[src/rtl/mac_tx_pkg.sv]
package mac_tx_pkg;

    typedef enum logic [2:0] {
        ST_IDLE,
        ST_PRE,
        ST_DATA,
        ST_PAD,
        ST_FCS,
        ST_JAM,
        ST_ABORT
    } tx_state_e;

    typedef struct packed {
        logic       err;
        logic       last;
        logic [7:0] data;
    } tx_byte_t;

    localparam int        PRE_NIBS  = 16;
    localparam logic [3:0] PRE_NIB  = 4'h5;
    localparam logic [3:0] SFD_HI   = 4'hD;
    localparam logic [3:0] JAM_NIB  = 4'hF;
    localparam logic [31:0] CRC_RPOLY = 32'hEDB88320;

    function automatic logic [31:0] crc32_step(input logic [31:0] crc, input logic [7:0] d);
        logic [31:0] c;
        c = crc ^ {24'h0, d};
        for (int i = 0; i < 8; i++) begin
            c = c[0] ? ((c >> 1) ^ CRC_RPOLY) : (c >> 1);
        end
        return c;
    endfunction

endpackage

[src/rtl/mac_tx_crc32.sv]
module mac_tx_crc32
    import mac_tx_pkg::*;
(
    input  logic        clk,
    input  logic        rst,
    input  logic        init,
    input  logic        upd,
    input  logic [7:0]  din,
    output logic [31:0] crc_q
);
    always_ff @(posedge clk) begin
        if (rst || init) begin
            crc_q <= '1;
        end else if (upd) begin
            crc_q <= crc32_step(crc_q, din);
        end
    end
endmodule

[src/rtl/mac_tx_retain_buf.sv]
module mac_tx_retain_buf
    import mac_tx_pkg::*;
#(
    parameter int DEPTH = 64,
    localparam int AW = $clog2(DEPTH)
)(
    input  logic          clk,
    input  logic          we,
    input  logic [AW-1:0] waddr,
    input  tx_byte_t      wdata,
    input  logic [AW-1:0] raddr,
    output tx_byte_t      rdata
);
    tx_byte_t mem [DEPTH];

    always_ff @(posedge clk) begin
        if (we) begin
            mem[waddr] <= wdata;
        end
    end

    assign rdata = mem[raddr];
endmodule

[src/rtl/mac_tx_nibble_mux.sv]
module mac_tx_nibble_mux
    import mac_tx_pkg::*;
(
    input  tx_state_e   state,
    input  logic [3:0]  cnt,
    input  logic        ph,
    input  logic [7:0]  cur,
    input  logic [31:0] fcs,
    output logic [3:0]  txd,
    output logic        tx_en,
    output logic        tx_er
);
    logic [31:0] fcs_sh;
    assign fcs_sh = fcs >> {cnt[2:0], 2'b00};

    always_comb begin
        txd   = 4'h0;
        tx_en = 1'b1;
        tx_er = 1'b0;
        unique case (state)
            ST_PRE:   txd = (int'(cnt) == PRE_NIBS - 1) ? SFD_HI : PRE_NIB;
            ST_DATA,
            ST_PAD:   txd = ph ? cur[7:4] : cur[3:0];
            ST_FCS:   txd = fcs_sh[3:0];
            ST_JAM:   txd = JAM_NIB;
            ST_ABORT: tx_er = 1'b1;
            default:  tx_en = 1'b0;
        endcase
    end
endmodule

[src/rtl/mac_tx_engine.sv]
module mac_tx_engine
    import mac_tx_pkg::*;
#(
    parameter int LVLW   = 8,
    parameter int RETAIN = 64,
    parameter int MINLEN = 60,
    parameter int CNTW   = 11,
    parameter int JAMN   = 8
)(
    input  logic            clk,
    input  logic            rst,
    input  logic            tx_enable,
    input  logic            tx_halt,
    input  logic            crc_append,
    input  logic            medium_free,
    input  logic            collision,
    input  logic [LVLW-1:0] preload_bytes,
    input  logic [LVLW-1:0] fifo_level,
    input  logic [7:0]      fifo_data,
    input  logic            fifo_last,
    input  logic            fifo_err,
    output logic            fifo_pop,
    output logic [3:0]      mii_txd,
    output logic            mii_tx_en,
    output logic            mii_tx_er,
    output logic            done_pulse,
    output logic            abort_pulse,
    output logic            retry_pulse
);
    localparam int AW = $clog2(RETAIN);
    localparam int SW = $clog2(RETAIN + 1);
    localparam logic [CNTW-1:0] CMAX = '1;

    tx_state_e       state_q;
    logic [3:0]      cnt_q;
    logic            ph_q;
    tx_byte_t        cur_q;
    logic [CNTW-1:0] didx_q;
    logic [SW-1:0]   sent_q;
    logic [SW-1:0]   kept_q;
    logic            retry_q;
    logic            crc_en_q;

    logic            in_tx, window_open, col_hit, start;
    logic            fetch_req, from_buf, underrun, load_data, buf_we;
    logic            byte_done, tail_req, pad_more, pad_load;
    logic [CNTW-1:0] fetch_idx, didx_nxt;
    logic [SW-1:0]   sent_nxt;
    tx_byte_t        buf_rd, fetched;
    logic [31:0]     crc_q;

    assign in_tx       = (state_q == ST_PRE) || (state_q == ST_DATA) ||
                         (state_q == ST_PAD) || (state_q == ST_FCS);
    assign window_open = int'(sent_q) < RETAIN;
    assign col_hit     = collision && in_tx && window_open;
    assign start       = (state_q == ST_IDLE) && tx_enable && medium_free &&
                         (retry_q || (!tx_halt && fifo_level != '0 &&
                                      fifo_level >= preload_bytes));

    assign didx_nxt  = (didx_q == CMAX) ? didx_q : didx_q + 1'b1;
    assign sent_nxt  = (int'(sent_q) == RETAIN) ? sent_q : sent_q + 1'b1;
    assign fetch_req = !col_hit &&
                       (((state_q == ST_PRE) && int'(cnt_q) == PRE_NIBS - 1) ||
                        ((state_q == ST_DATA) && ph_q && !cur_q.last));
    assign fetch_idx = (state_q == ST_PRE) ? '0 : didx_nxt;
    assign from_buf  = int'(fetch_idx) < int'(kept_q);
    assign fetched   = from_buf ? buf_rd : tx_byte_t'{err: fifo_err, last: fifo_last, data: fifo_data};
    assign underrun  = fetch_req && !from_buf && (fifo_level == '0);
    assign fifo_pop  = fetch_req && !from_buf && (fifo_level != '0);
    assign buf_we    = fifo_pop && int'(fetch_idx) < RETAIN;
    assign load_data = fetch_req && !underrun && !fetched.err;

    assign byte_done = ph_q && ((state_q == ST_DATA) || (state_q == ST_PAD));
    assign tail_req  = !col_hit && byte_done && ((state_q == ST_PAD) || cur_q.last);
    assign pad_more  = int'(didx_q) + 1 < MINLEN;
    assign pad_load  = tail_req && pad_more;

    mac_tx_retain_buf #(.DEPTH(RETAIN)) u_keep (
        .clk   (clk),
        .we    (buf_we),
        .waddr (fetch_idx[AW-1:0]),
        .wdata (fetched),
        .raddr (fetch_idx[AW-1:0]),
        .rdata (buf_rd)
    );

    mac_tx_crc32 u_crc (
        .clk   (clk),
        .rst   (rst),
        .init  (start),
        .upd   (load_data || pad_load),
        .din   (pad_load ? 8'h00 : fetched.data),
        .crc_q (crc_q)
    );

    mac_tx_nibble_mux u_mux (
        .state (state_q),
        .cnt   (cnt_q),
        .ph    (ph_q),
        .cur   (cur_q.data),
        .fcs   (~crc_q),
        .txd   (mii_txd),
        .tx_en (mii_tx_en),
        .tx_er (mii_tx_er)
    );

    always_ff @(posedge clk) begin
        if (rst) begin
            state_q     <= ST_IDLE;
            cnt_q       <= '0;
            ph_q        <= 1'b0;
            cur_q       <= '0;
            didx_q      <= '0;
            sent_q      <= '0;
            kept_q      <= '0;
            retry_q     <= 1'b0;
            crc_en_q    <= 1'b0;
            done_pulse  <= 1'b0;
            abort_pulse <= 1'b0;
            retry_pulse <= 1'b0;
        end else begin
            done_pulse  <= 1'b0;
            abort_pulse <= 1'b0;
            retry_pulse <= 1'b0;
            if (buf_we) begin
                kept_q <= SW'(int'(fetch_idx) + 1);
            end
            if (col_hit) begin
                state_q <= ST_JAM;
                cnt_q   <= '0;
            end else begin
                unique case (state_q)
                    ST_IDLE: begin
                        if (start) begin
                            state_q <= ST_PRE;
                            cnt_q   <= '0;
                            ph_q    <= 1'b0;
                            sent_q  <= '0;
                            didx_q  <= '0;
                            if (!retry_q) begin
                                kept_q   <= '0;
                                crc_en_q <= crc_append;
                            end
                        end
                    end
                    ST_PRE: begin
                        cnt_q <= cnt_q + 1'b1;
                        if (fetch_req) begin
                            if (load_data) begin
                                state_q <= ST_DATA;
                                cur_q   <= fetched;
                                didx_q  <= '0;
                                ph_q    <= 1'b0;
                            end else begin
                                state_q <= ST_ABORT;
                            end
                        end
                    end
                    ST_DATA, ST_PAD: begin
                        ph_q <= !ph_q;
                        if (ph_q) begin
                            sent_q <= sent_nxt;
                        end
                        if (fetch_req) begin
                            if (load_data) begin
                                cur_q  <= fetched;
                                didx_q <= didx_nxt;
                            end else begin
                                state_q <= ST_ABORT;
                            end
                        end else if (tail_req) begin
                            if (pad_more) begin
                                state_q <= ST_PAD;
                                cur_q   <= '0;
                                didx_q  <= didx_nxt;
                            end else if (crc_en_q) begin
                                state_q <= ST_FCS;
                                cnt_q   <= '0;
                            end else begin
                                state_q    <= ST_IDLE;
                                done_pulse <= 1'b1;
                                retry_q    <= 1'b0;
                            end
                        end
                    end
                    ST_FCS: begin
                        cnt_q <= cnt_q + 1'b1;
                        if (cnt_q[0]) begin
                            sent_q <= sent_nxt;
                        end
                        if (cnt_q == 4'd7) begin
                            state_q    <= ST_IDLE;
                            done_pulse <= 1'b1;
                            retry_q    <= 1'b0;
                        end
                    end
                    ST_JAM: begin
                        cnt_q <= cnt_q + 1'b1;
                        if (int'(cnt_q) == JAMN - 1) begin
                            state_q     <= ST_IDLE;
                            retry_q     <= 1'b1;
                            retry_pulse <= 1'b1;
                        end
                    end
                    default: begin
                        state_q     <= ST_IDLE;
                        abort_pulse <= 1'b1;
                        retry_q     <= 1'b0;
                    end
                endcase
            end
        end
    end
endmodule

[config.mk]
export PLATFORM = sky130hd
export DESIGN_NAME = mac_tx_engine
export DESIGN_NICKNAME = d
export VERILOG_FILES = /design/src/rtl/mac_tx_pkg.sv /design/src/rtl/mac_tx_crc32.sv /design/src/rtl/mac_tx_retain_buf.sv /design/src/rtl/mac_tx_nibble_mux.sv /design/src/rtl/mac_tx_engine.sv
export SDC_FILE = /design/constraint.sdc
export NUM_CORES = 1
export LEC_CHECK = 0
export BUFFER_PORTS_ARGS = -buffer_cell sky130_fd_sc_hd__buf_2
export CORE_MARGIN = 3
export CORE_UTILIZATION = 41
export CTS_BUF_LIST = sky130_fd_sc_hd__clkbuf_8
export DETAILED_ROUTE_END_ITERATION = 8
export PLACE_DENSITY = 0.53
export RECOVER_POWER = 25
export SLEW_MARGIN = 25
export SYNTH_ARGS = -nofsm -noshare
export SYNTH_HDL_FRONTEND = slang
export SYNTH_HIERARCHICAL = 1
export SYNTH_SLANG_ARGS = --single-unit
[constraint.sdc]
create_clock -name clk -period 6.7 [get_ports clk]
set_input_delay 0.67 -clock clk [delete_from_list [all_inputs] [get_ports clk]]
set_output_delay 0.67 -clock clk [all_outputs]
set_load 0.005 [all_outputs]
==> results_dict.tcl, run 1 <==
set metrics [dict create \
    final-setup-viol-count 0 \
    synthAdderAreaFrac_pct 0.6894 \
    grt_max_degree 69 \
    clk_pin_slew_ns 0.06 \
    syn_to_final_growth_pct 13.68 \
    failed_checks "max-capacitance violations, max-slew violations" \
    antenna_found_initial 1 \
    syn-mean-instance-area_um2 16.28 \
    synth_flop_cell "edfxtp_1" \
    crit_type "register to register" \
    die_w_um 280.3 \
    irDropWorstVdd_v 0.0001509 \
    power_frac_clock_pct 35.9 \
    ant_nets 0 \
    drcViolationCount 0 \
    synthSimpleGateAreaFrac_pct 6.692 \
    comb_power_share_pct 16.2 \
    rr_worst_depth 18 \
    wire_per_inst_um 25.37 \
    die_h_um 280.3 \
    h-tree-depth 3 \
    grt_overflow 0 \
    ff_latch_area_mm2 0.02080 \
    worst_pin_slew_ns 1.641 \
    r2r-end "u_keep/mem[18][7]" \
    worst_slack_ns 0.4897 \
    power_frac_seq_pct 47.9 \
    yosysTopAreaCell "edfxtp_1" \
    synth_async_sr_flop_share_pct 0 \
    drv_slew 195 \
    powerDensity_mw_per_mm2 294.7 \
    yosysTopAreaCellShare_pct 62.29 \
    p_switching_w 0.002713 \
    path_common_cell "nor2_1" \
    cap_violations 3 \
    synthTopCellsByArea "edfxtp_1, mux4_2, dfxtp_1" \
    grt_pass1_wl_mm 119.3 \
    finClkSkew_ns 0.03666 \
    internal_power_w 0.007623 \
    netlist_top_cells_count "edfxtp_1, nor2_1, mux4_2" \
    period_minus_slack_ns 6.210 \
    multiInputGateArea_mm2 0.009199 \
    path_cells "ha_1 -> nand4_2 -> or3_1 -> o21ai_0 -> and2_2 -> ha_1 -> o21ai_0 -> nor2_1 -> nor2_1 -> a221o_1 -> o31ai_4 -> clkbuf_1 -> nand3_1 -> inv_1 -> inv_1 -> or2_0 -> nor2_1 -> buf_4" \
    crit_fanout 12 \
    ctsHoldBuffers 0 \
    synth.net_count 1945 \
    postCtsSetupBuffers 0 \
    viasPerCell 5.654 \
    yosysSeqAreaShare_pct 67.42 \
    dpl_worst_slack_ns 0.5241 \
    numPortBuffers 42 \
    cp_slowest_cell "or3_1" \
    synth.cell_area_mm2 0.03085 \
    synthCells 1895 \
    slowest_delay_ns 0.63 \
    r2r-start "didx_q[0]" \
    worstPathArrival_ns 6.62 \
    vias 17750 \
    boundaryPins 43 \
    period_share_pct 92.69 \
    fin_tns_setup_ns 0 \
    cp.required_ns 7.11 \
    routed_wl_mm 79.68 \
    muxShareOfSynthArea_pct 13.65 \
    place_congestion 0.8562 \
    cts_sinks 719 \
    synth_cell_types 92 \
    clk_latency_ns 0.73 \
    synth_top_family_by_area "multiplexers" \
    grt_pass1_vias 17960 \
    end_kind "register" \
    synth_compound_area_share_pct 5.901 \
    max_clock_freq_mhz 161.0 \
    dpl.hpwl_mm 51.02 \
    dr.pass1.iters 7 \
    fillers 6273 \
    cts_root_buffer "clkbuf_8" \
    yosys_warnings 6 \
    switching_share_pct 26.25 \
    slew_headroom_pct -9.406 \
    post-place-cells 2921 \
    cp-start-kind "register" \
    ys_ff_latch 719 \
    cts_made_buffers 117 \
    cts_resized 0 \
    layout-drive-gt1-share_pct 23.90 \
    outcome "finished, violations left" \
    yosysMostFrequentCell "edfxtp_1" \
    hold_viol 0 \
    track_usage_pct 20.46 \
    dieArea_mm2 0.07858 \
    rsz0062_at_grt "false" \
    start_util_pct 41.86 \
    hold_class "primary input to register" \
    crit_start "didx_q[0]" \
    cts_tree "built" \
    synth_edf_count 640 \
    row_count 99 \
    crit_path_end "u_keep/mem[18][7]" \
    coreArea_mm2 0.07370 \
    clk_path_buf_depth 3 \
    ff2ff_setup_slack_ns 0.49 \
    p_leak_nw 12.10 \
    nets 2131 \
    synth-xor-area-share_pct 2.746 \
    final_cells 3140 \
    drt_iter0_markers 1623 \
]
-- metal layers --
metal  routed length [um]  vias up  GRT usage [%]
met4                 2126        0          6.618
met3                 4716      122          3.303
met1                35300     9205          29.08
li1                     -     7859              -
met5                    0        -              0
met2                37530      566          32.46
-- registers in the layout, indices dropped and copies added (netlist names), 3 cells and up --
name / cells
sent_q: 7
cnt_q: 4
state_q: 3
u_crc/crc_q: 32
didx_q: 11
u_keep/mem: 640
cur_q: 9
kept_q: 7
-- cell families (layout without fill, tap and decap cells) --
group                      Yosys count  count (layout)
DFF                                719             719
xor gates and xnor gates            75              75
buffers and inverters              182             467
other                                0               1
AOI/OAI and AO/OA                  258             258
adders and majority gates           17              17
muxes                              229             229
and+or+nand+nor                    415             415
-- stage by stage --
| stage | utilization, % | hold slack [ns] | cell area (um^2) | total power [W] |
|---|---|---|---|---|
| floorplan | - | 0.4319 | 30850 | 0.006284 |
| global placement | 44.56 | 0.4406 | 32840 | 0.006724 |
| detailed placement | 44.57 | 0.4471 | 32850 | 0.006743 |
| CTS | 47.67 | 0.1573 | 35130 | 0.01046 |
| global route | 47.59 | 0.1987 | 35070 | 0.01077 |
| finish | 47.59 | 0.2272 | 35070 | 0.01034 |
-- area by class of cell --
type                       count  area share, %
inverter                      75         0.8241
sequential                   719          59.31
multi-input combinational    994          26.23
antenna                        1       0.007135
clock buffer                 122          4.788
timing repair buffer         174          3.699
clock inverter                96          1.727
tap                          959          3.421
-- worst max-delay path: cells and delay by family, from the launching register on --
kind / cells / cell delay (ns)
and+or+nand+nor: 8 / 2.70
AOI/OAI and AO/OA: 4 / 1.15
buffers and inverters: 4 / 0.99
adders and majority gates: 2 / 0.58
DFF: 1 / 0.49
-- placed cells by master, fill, tap and decap left out, types with 10 or more instances in the layout --
| cell | netlist | layout |
|---|---|---|
| a31oi_1 | 21 | 20 |
| mux4_2 | 152 | 152 |
| or3_1 | 11 | 11 |
| nand2b_1 | 17 | 17 |
| clkbuf_8 | 2 | 122 |
| o211ai_1 | 12 | 12 |
| clkinv_1 | 2 | 35 |
| a22oi_1 | 19 | 19 |
| buf_2 | 25 | 35 |
| xor2_1 | 14 | 14 |
| nor2b_1 | 21 | 21 |
| a211oi_1 | 20 | 20 |
| buf_4 | 6 | 115 |
| nor3_1 | 17 | 16 |
| dfxtp_1 | 79 | 79 |
| clkinv_2 | 0 | 13 |
| nand2_1 | 60 | 60 |
| o22ai_1 | 17 | 17 |
| mux2i_1 | 62 | 62 |
| xnor2_1 | 45 | 45 |
| o21ai_0 | 43 | 45 |
| a21oi_1 | 31 | 30 |
| inv_1 | 73 | 103 |
| buf_12 | 1 | 10 |
| nand3_1 | 37 | 37 |
| ha_1 | 17 | 17 |
| edfxtp_1 | 640 | 640 |
| nor2_1 | 170 | 169 |
-- power groups by stage --
stage / registers [W] / clock network [W] / logic [W]
after floorplan: 0.00502 / 0 / 0.00126
after detailed placement: 0.00504 / 0 / 0.00170
final: 0.00495 / 0.00371 / 0.00168
after global placement: 0.00504 / 0 / 0.00168
after global routing: 0.00495 / 0.00401 / 0.00181
after CTS: 0.00495 / 0.00381 / 0.00171
-- worst min path at each step --
stage | end | slack, ns | depth (start not counted) | from
floorplan | kept_q[6] | 0.43 | 2 | kept_q[6]
global placement | kept_q[6] | 0.44 | 2 | kept_q[6]
detailed placement | kept_q[6] | 0.45 | 2 | kept_q[6]
CTS | crc_en_q | 0.16 | 3 | crc_append
global route | crc_en_q | 0.20 | 3 | crc_append
finish | crc_en_q | 0.23 | 3 | crc_append
Note: power is estimated with default switching activity, not from simulation.
==> run 2: changes to the inputs <==
--- a/config.mk
+++ b/config.mk
@@ -6,11 +6,13 @@
 export NUM_CORES = 1
 export LEC_CHECK = 0
 export BUFFER_PORTS_ARGS = -buffer_cell sky130_fd_sc_hd__buf_2
+export CELL_PAD_IN_SITES_DETAIL_PLACEMENT = 0
+export CELL_PAD_IN_SITES_GLOBAL_PLACEMENT = 1
 export CORE_MARGIN = 3
 export CORE_UTILIZATION = 41
 export CTS_BUF_LIST = sky130_fd_sc_hd__clkbuf_8
 export DETAILED_ROUTE_END_ITERATION = 8
-export PLACE_DENSITY = 0.53
+export PLACE_DENSITY = 0.6
 export RECOVER_POWER = 25
 export SLEW_MARGIN = 25
 export SYNTH_ARGS = -nofsm -noshare
==> run 2 against run 1 <==
Effect of this change:
- the flow still finishes with violations (max-capacitance violations, max-slew violations)
- sequential share of layout area rose by 0.051 points
- setup slack improved by 0.069 ns
- sequential power barely moved
- total power fell by 1.3%
- register-to-register slack improved by 0.07 ns
- routed wire length fell by 0.13%
- critical path type unchanged
==> results_dict.tcl, run 2 (same netlist as run 1, synthesis figures left out) <==
set metrics [dict create \
    clk_latency_ns 0.73 \
    cts_made_buffers 118 \
    vias 17550 \
    viasPerCell 5.571 \
    drv_slew 130 \
    grt_pass1_wl_mm 120.0 \
    antenna_found_initial 1 \
    cts_resized 0 \
    finClkSkew_ns 0.03088 \
    final_common_cell "edfxtp_1" \
    postCtsSetupBuffers 0 \
    cts_root_buffer "clkbuf_8" \
    path_cells "ha_1 -> nand4_2 -> nor3_1 -> nand2_1 -> a21oi_4 -> buf_12 -> buf_12 -> mux4_2 -> a32o_1 -> a31oi_1 -> buf_4 -> o22ai_1 -> a22o_1 -> mux2i_1 -> nor2_1 -> xnor2_2 -> xnor2_2 -> xnor2_2 -> xor3_1 -> o21ai_1" \
    dr.pass1.iters 5 \
    place_congestion 0.8350 \
    hold_viol 0 \
    numPortBuffers 42 \
    crit_fanout 37 \
    final-setup-viol-count 0 \
    worstPathArrival_ns 6.81 \
    fillers 6393 \
    row_count 99 \
    rsz0062_at_grt "false" \
    ant_nets 0 \
    drt_iter0_markers 1485 \
    fin_tns_setup_ns 0 \
    worst_pin_slew_ns 1.575 \
    clk_pin_slew_ns 0.06 \
    die_w_um 280.3 \
    clk_path_buf_depth 3 \
    layout-drive-gt1-share_pct 23.98 \
    cts_tree "built" \
    drcViolationCount 0 \
    hold_class "primary input to register" \
    path_common_cell "xnor2_2" \
    ctsHoldBuffers 0 \
    irDropWorstVdd_v 0.0001368 \
    outcome "finished, violations left" \
    syn_to_final_growth_pct 13.58 \
    slew_headroom_pct -4.996 \
    nets 2137 \
    mostFrequentLayoutCells "edfxtp_1, nor2_1, mux4_2" \
    wire_per_inst_um 25.26 \
    reg.largest.list "u_keep/mem (640), u_crc/crc_q (32), didx_q (11)" \
    period_minus_slack_ns 6.142 \
    cp_slowest_cell "nor3_1" \
    failed_checks "max-capacitance violations, max-slew violations" \
    largest_reg_flops 640 \
    crit_type "register to register" \
    largest_register "u_keep/mem" \
    powerDensity_mw_per_mm2 291.2 \
    p_leak_nw 12.10 \
    dpl.hpwl_mm 50.63 \
    routed_wl_mm 79.57 \
    coreArea_mm2 0.07370 \
    grt_overflow 0 \
    max_clock_freq_mhz 162.8 \
    track_usage_pct 20.53 \
    grt_max_degree 66 \
    end_kind "register" \
    cp-start-kind "register" \
    grt_pass1_vias 17930 \
    start_util_pct 41.86 \
    period_share_pct 91.67 \
    die_h_um 280.3 \
    cts_sinks 719 \
    dieArea_mm2 0.07858 \
    cp.required_ns 7.36 \
    boundaryPins 43 \
    slowest_delay_ns 0.64 \
    cap_violations 2 \
    postLayoutCoreUtil_pct 47.55 \
    h-tree-depth 3 \
]
-- run 2: power breakdown --
part | internal (W) | total [W] | switching, W
clock network | 0.00185 | 0.00361 | 0.00176
registers | 0.00491 | 0.00493 | 0.0000242
logic | 0.000747 | 0.00167 | 0.000920
total | 0.00750 | 0.0102 | 0.00270
-- run 2: layer usage --
metal / GRT usage, % / vias up / wire, um
met1: 29.19 / 9044 / 35730
met5: 0 / - / 0
met3: 3.137 / 87 / 4073
li1: - / 7884 / -
met2: 33.39 / 533 / 38300
met4: 5.184 / 0 / 1467
-- run 2: critical path, delay by kind of cell, from the launching register on --
| family | cells | cell delay, ns |
|---|---|---|
| XOR/XNOR | 4 | 1.33 |
| AND/OR/NAND/NOR | 4 | 1.27 |
| AO/OA/AOI/OAI | 6 | 1.26 |
| buffers and inverters | 3 | 0.72 |
| multiplexers | 2 | 0.57 |
| flip-flops | 1 | 0.49 |
| adder cells (fa/ha/maj) | 1 | 0.35 |
-- run 2: cell type report --
| type | count | area (um^2) | area share (%) |
|---|---|---|---|
| well taps | 959 | 1200 | 3.424 |
| repair buffers | 179 | 1335 | 3.810 |
| clock buffers | 118 | 1624 | 4.635 |
| multi-input cells | 994 | 9185 | 26.21 |
| diodes | 2 | 5.005 | 0.01428 |
| inverters | 75 | 289.0 | 0.8248 |
| clock inverters | 104 | 604.3 | 1.725 |
| flip-flops and latches | 719 | 20800 | 59.36 |
-- run 2: metrics by stage --
step	cells	total power (W)	cell area [um^2]	hold slack, ns	worst slack (ns)
detailed placement	2926	0.006729	32860	0.4518	0.5708
floorplan	1895	0.006284	30850	0.4319	1.041
CTS	3148	0.01037	35090	0.1333	0.5384
global placement	2926	0.006729	32860	0.4452	0.5736
finish	3150	0.01021	35040	0.2022	0.5582
global route	3149	0.01067	35040	0.1988	0.008472
-- run 2: worst paths after layout --
check | slack (ns) | startpoint | to | cells after the start
worst max-delay path | 0.56 | didx_q[0] | u_crc/crc_q[23] | 20
worst min-delay path | 0.20 | crc_append | crc_en_q | 3
worst max register to register | 0.56 | didx_q[0] | u_crc/crc_q[23] | 20
worst min register to register | 0.46 | kept_q[6] | kept_q[6] | 2
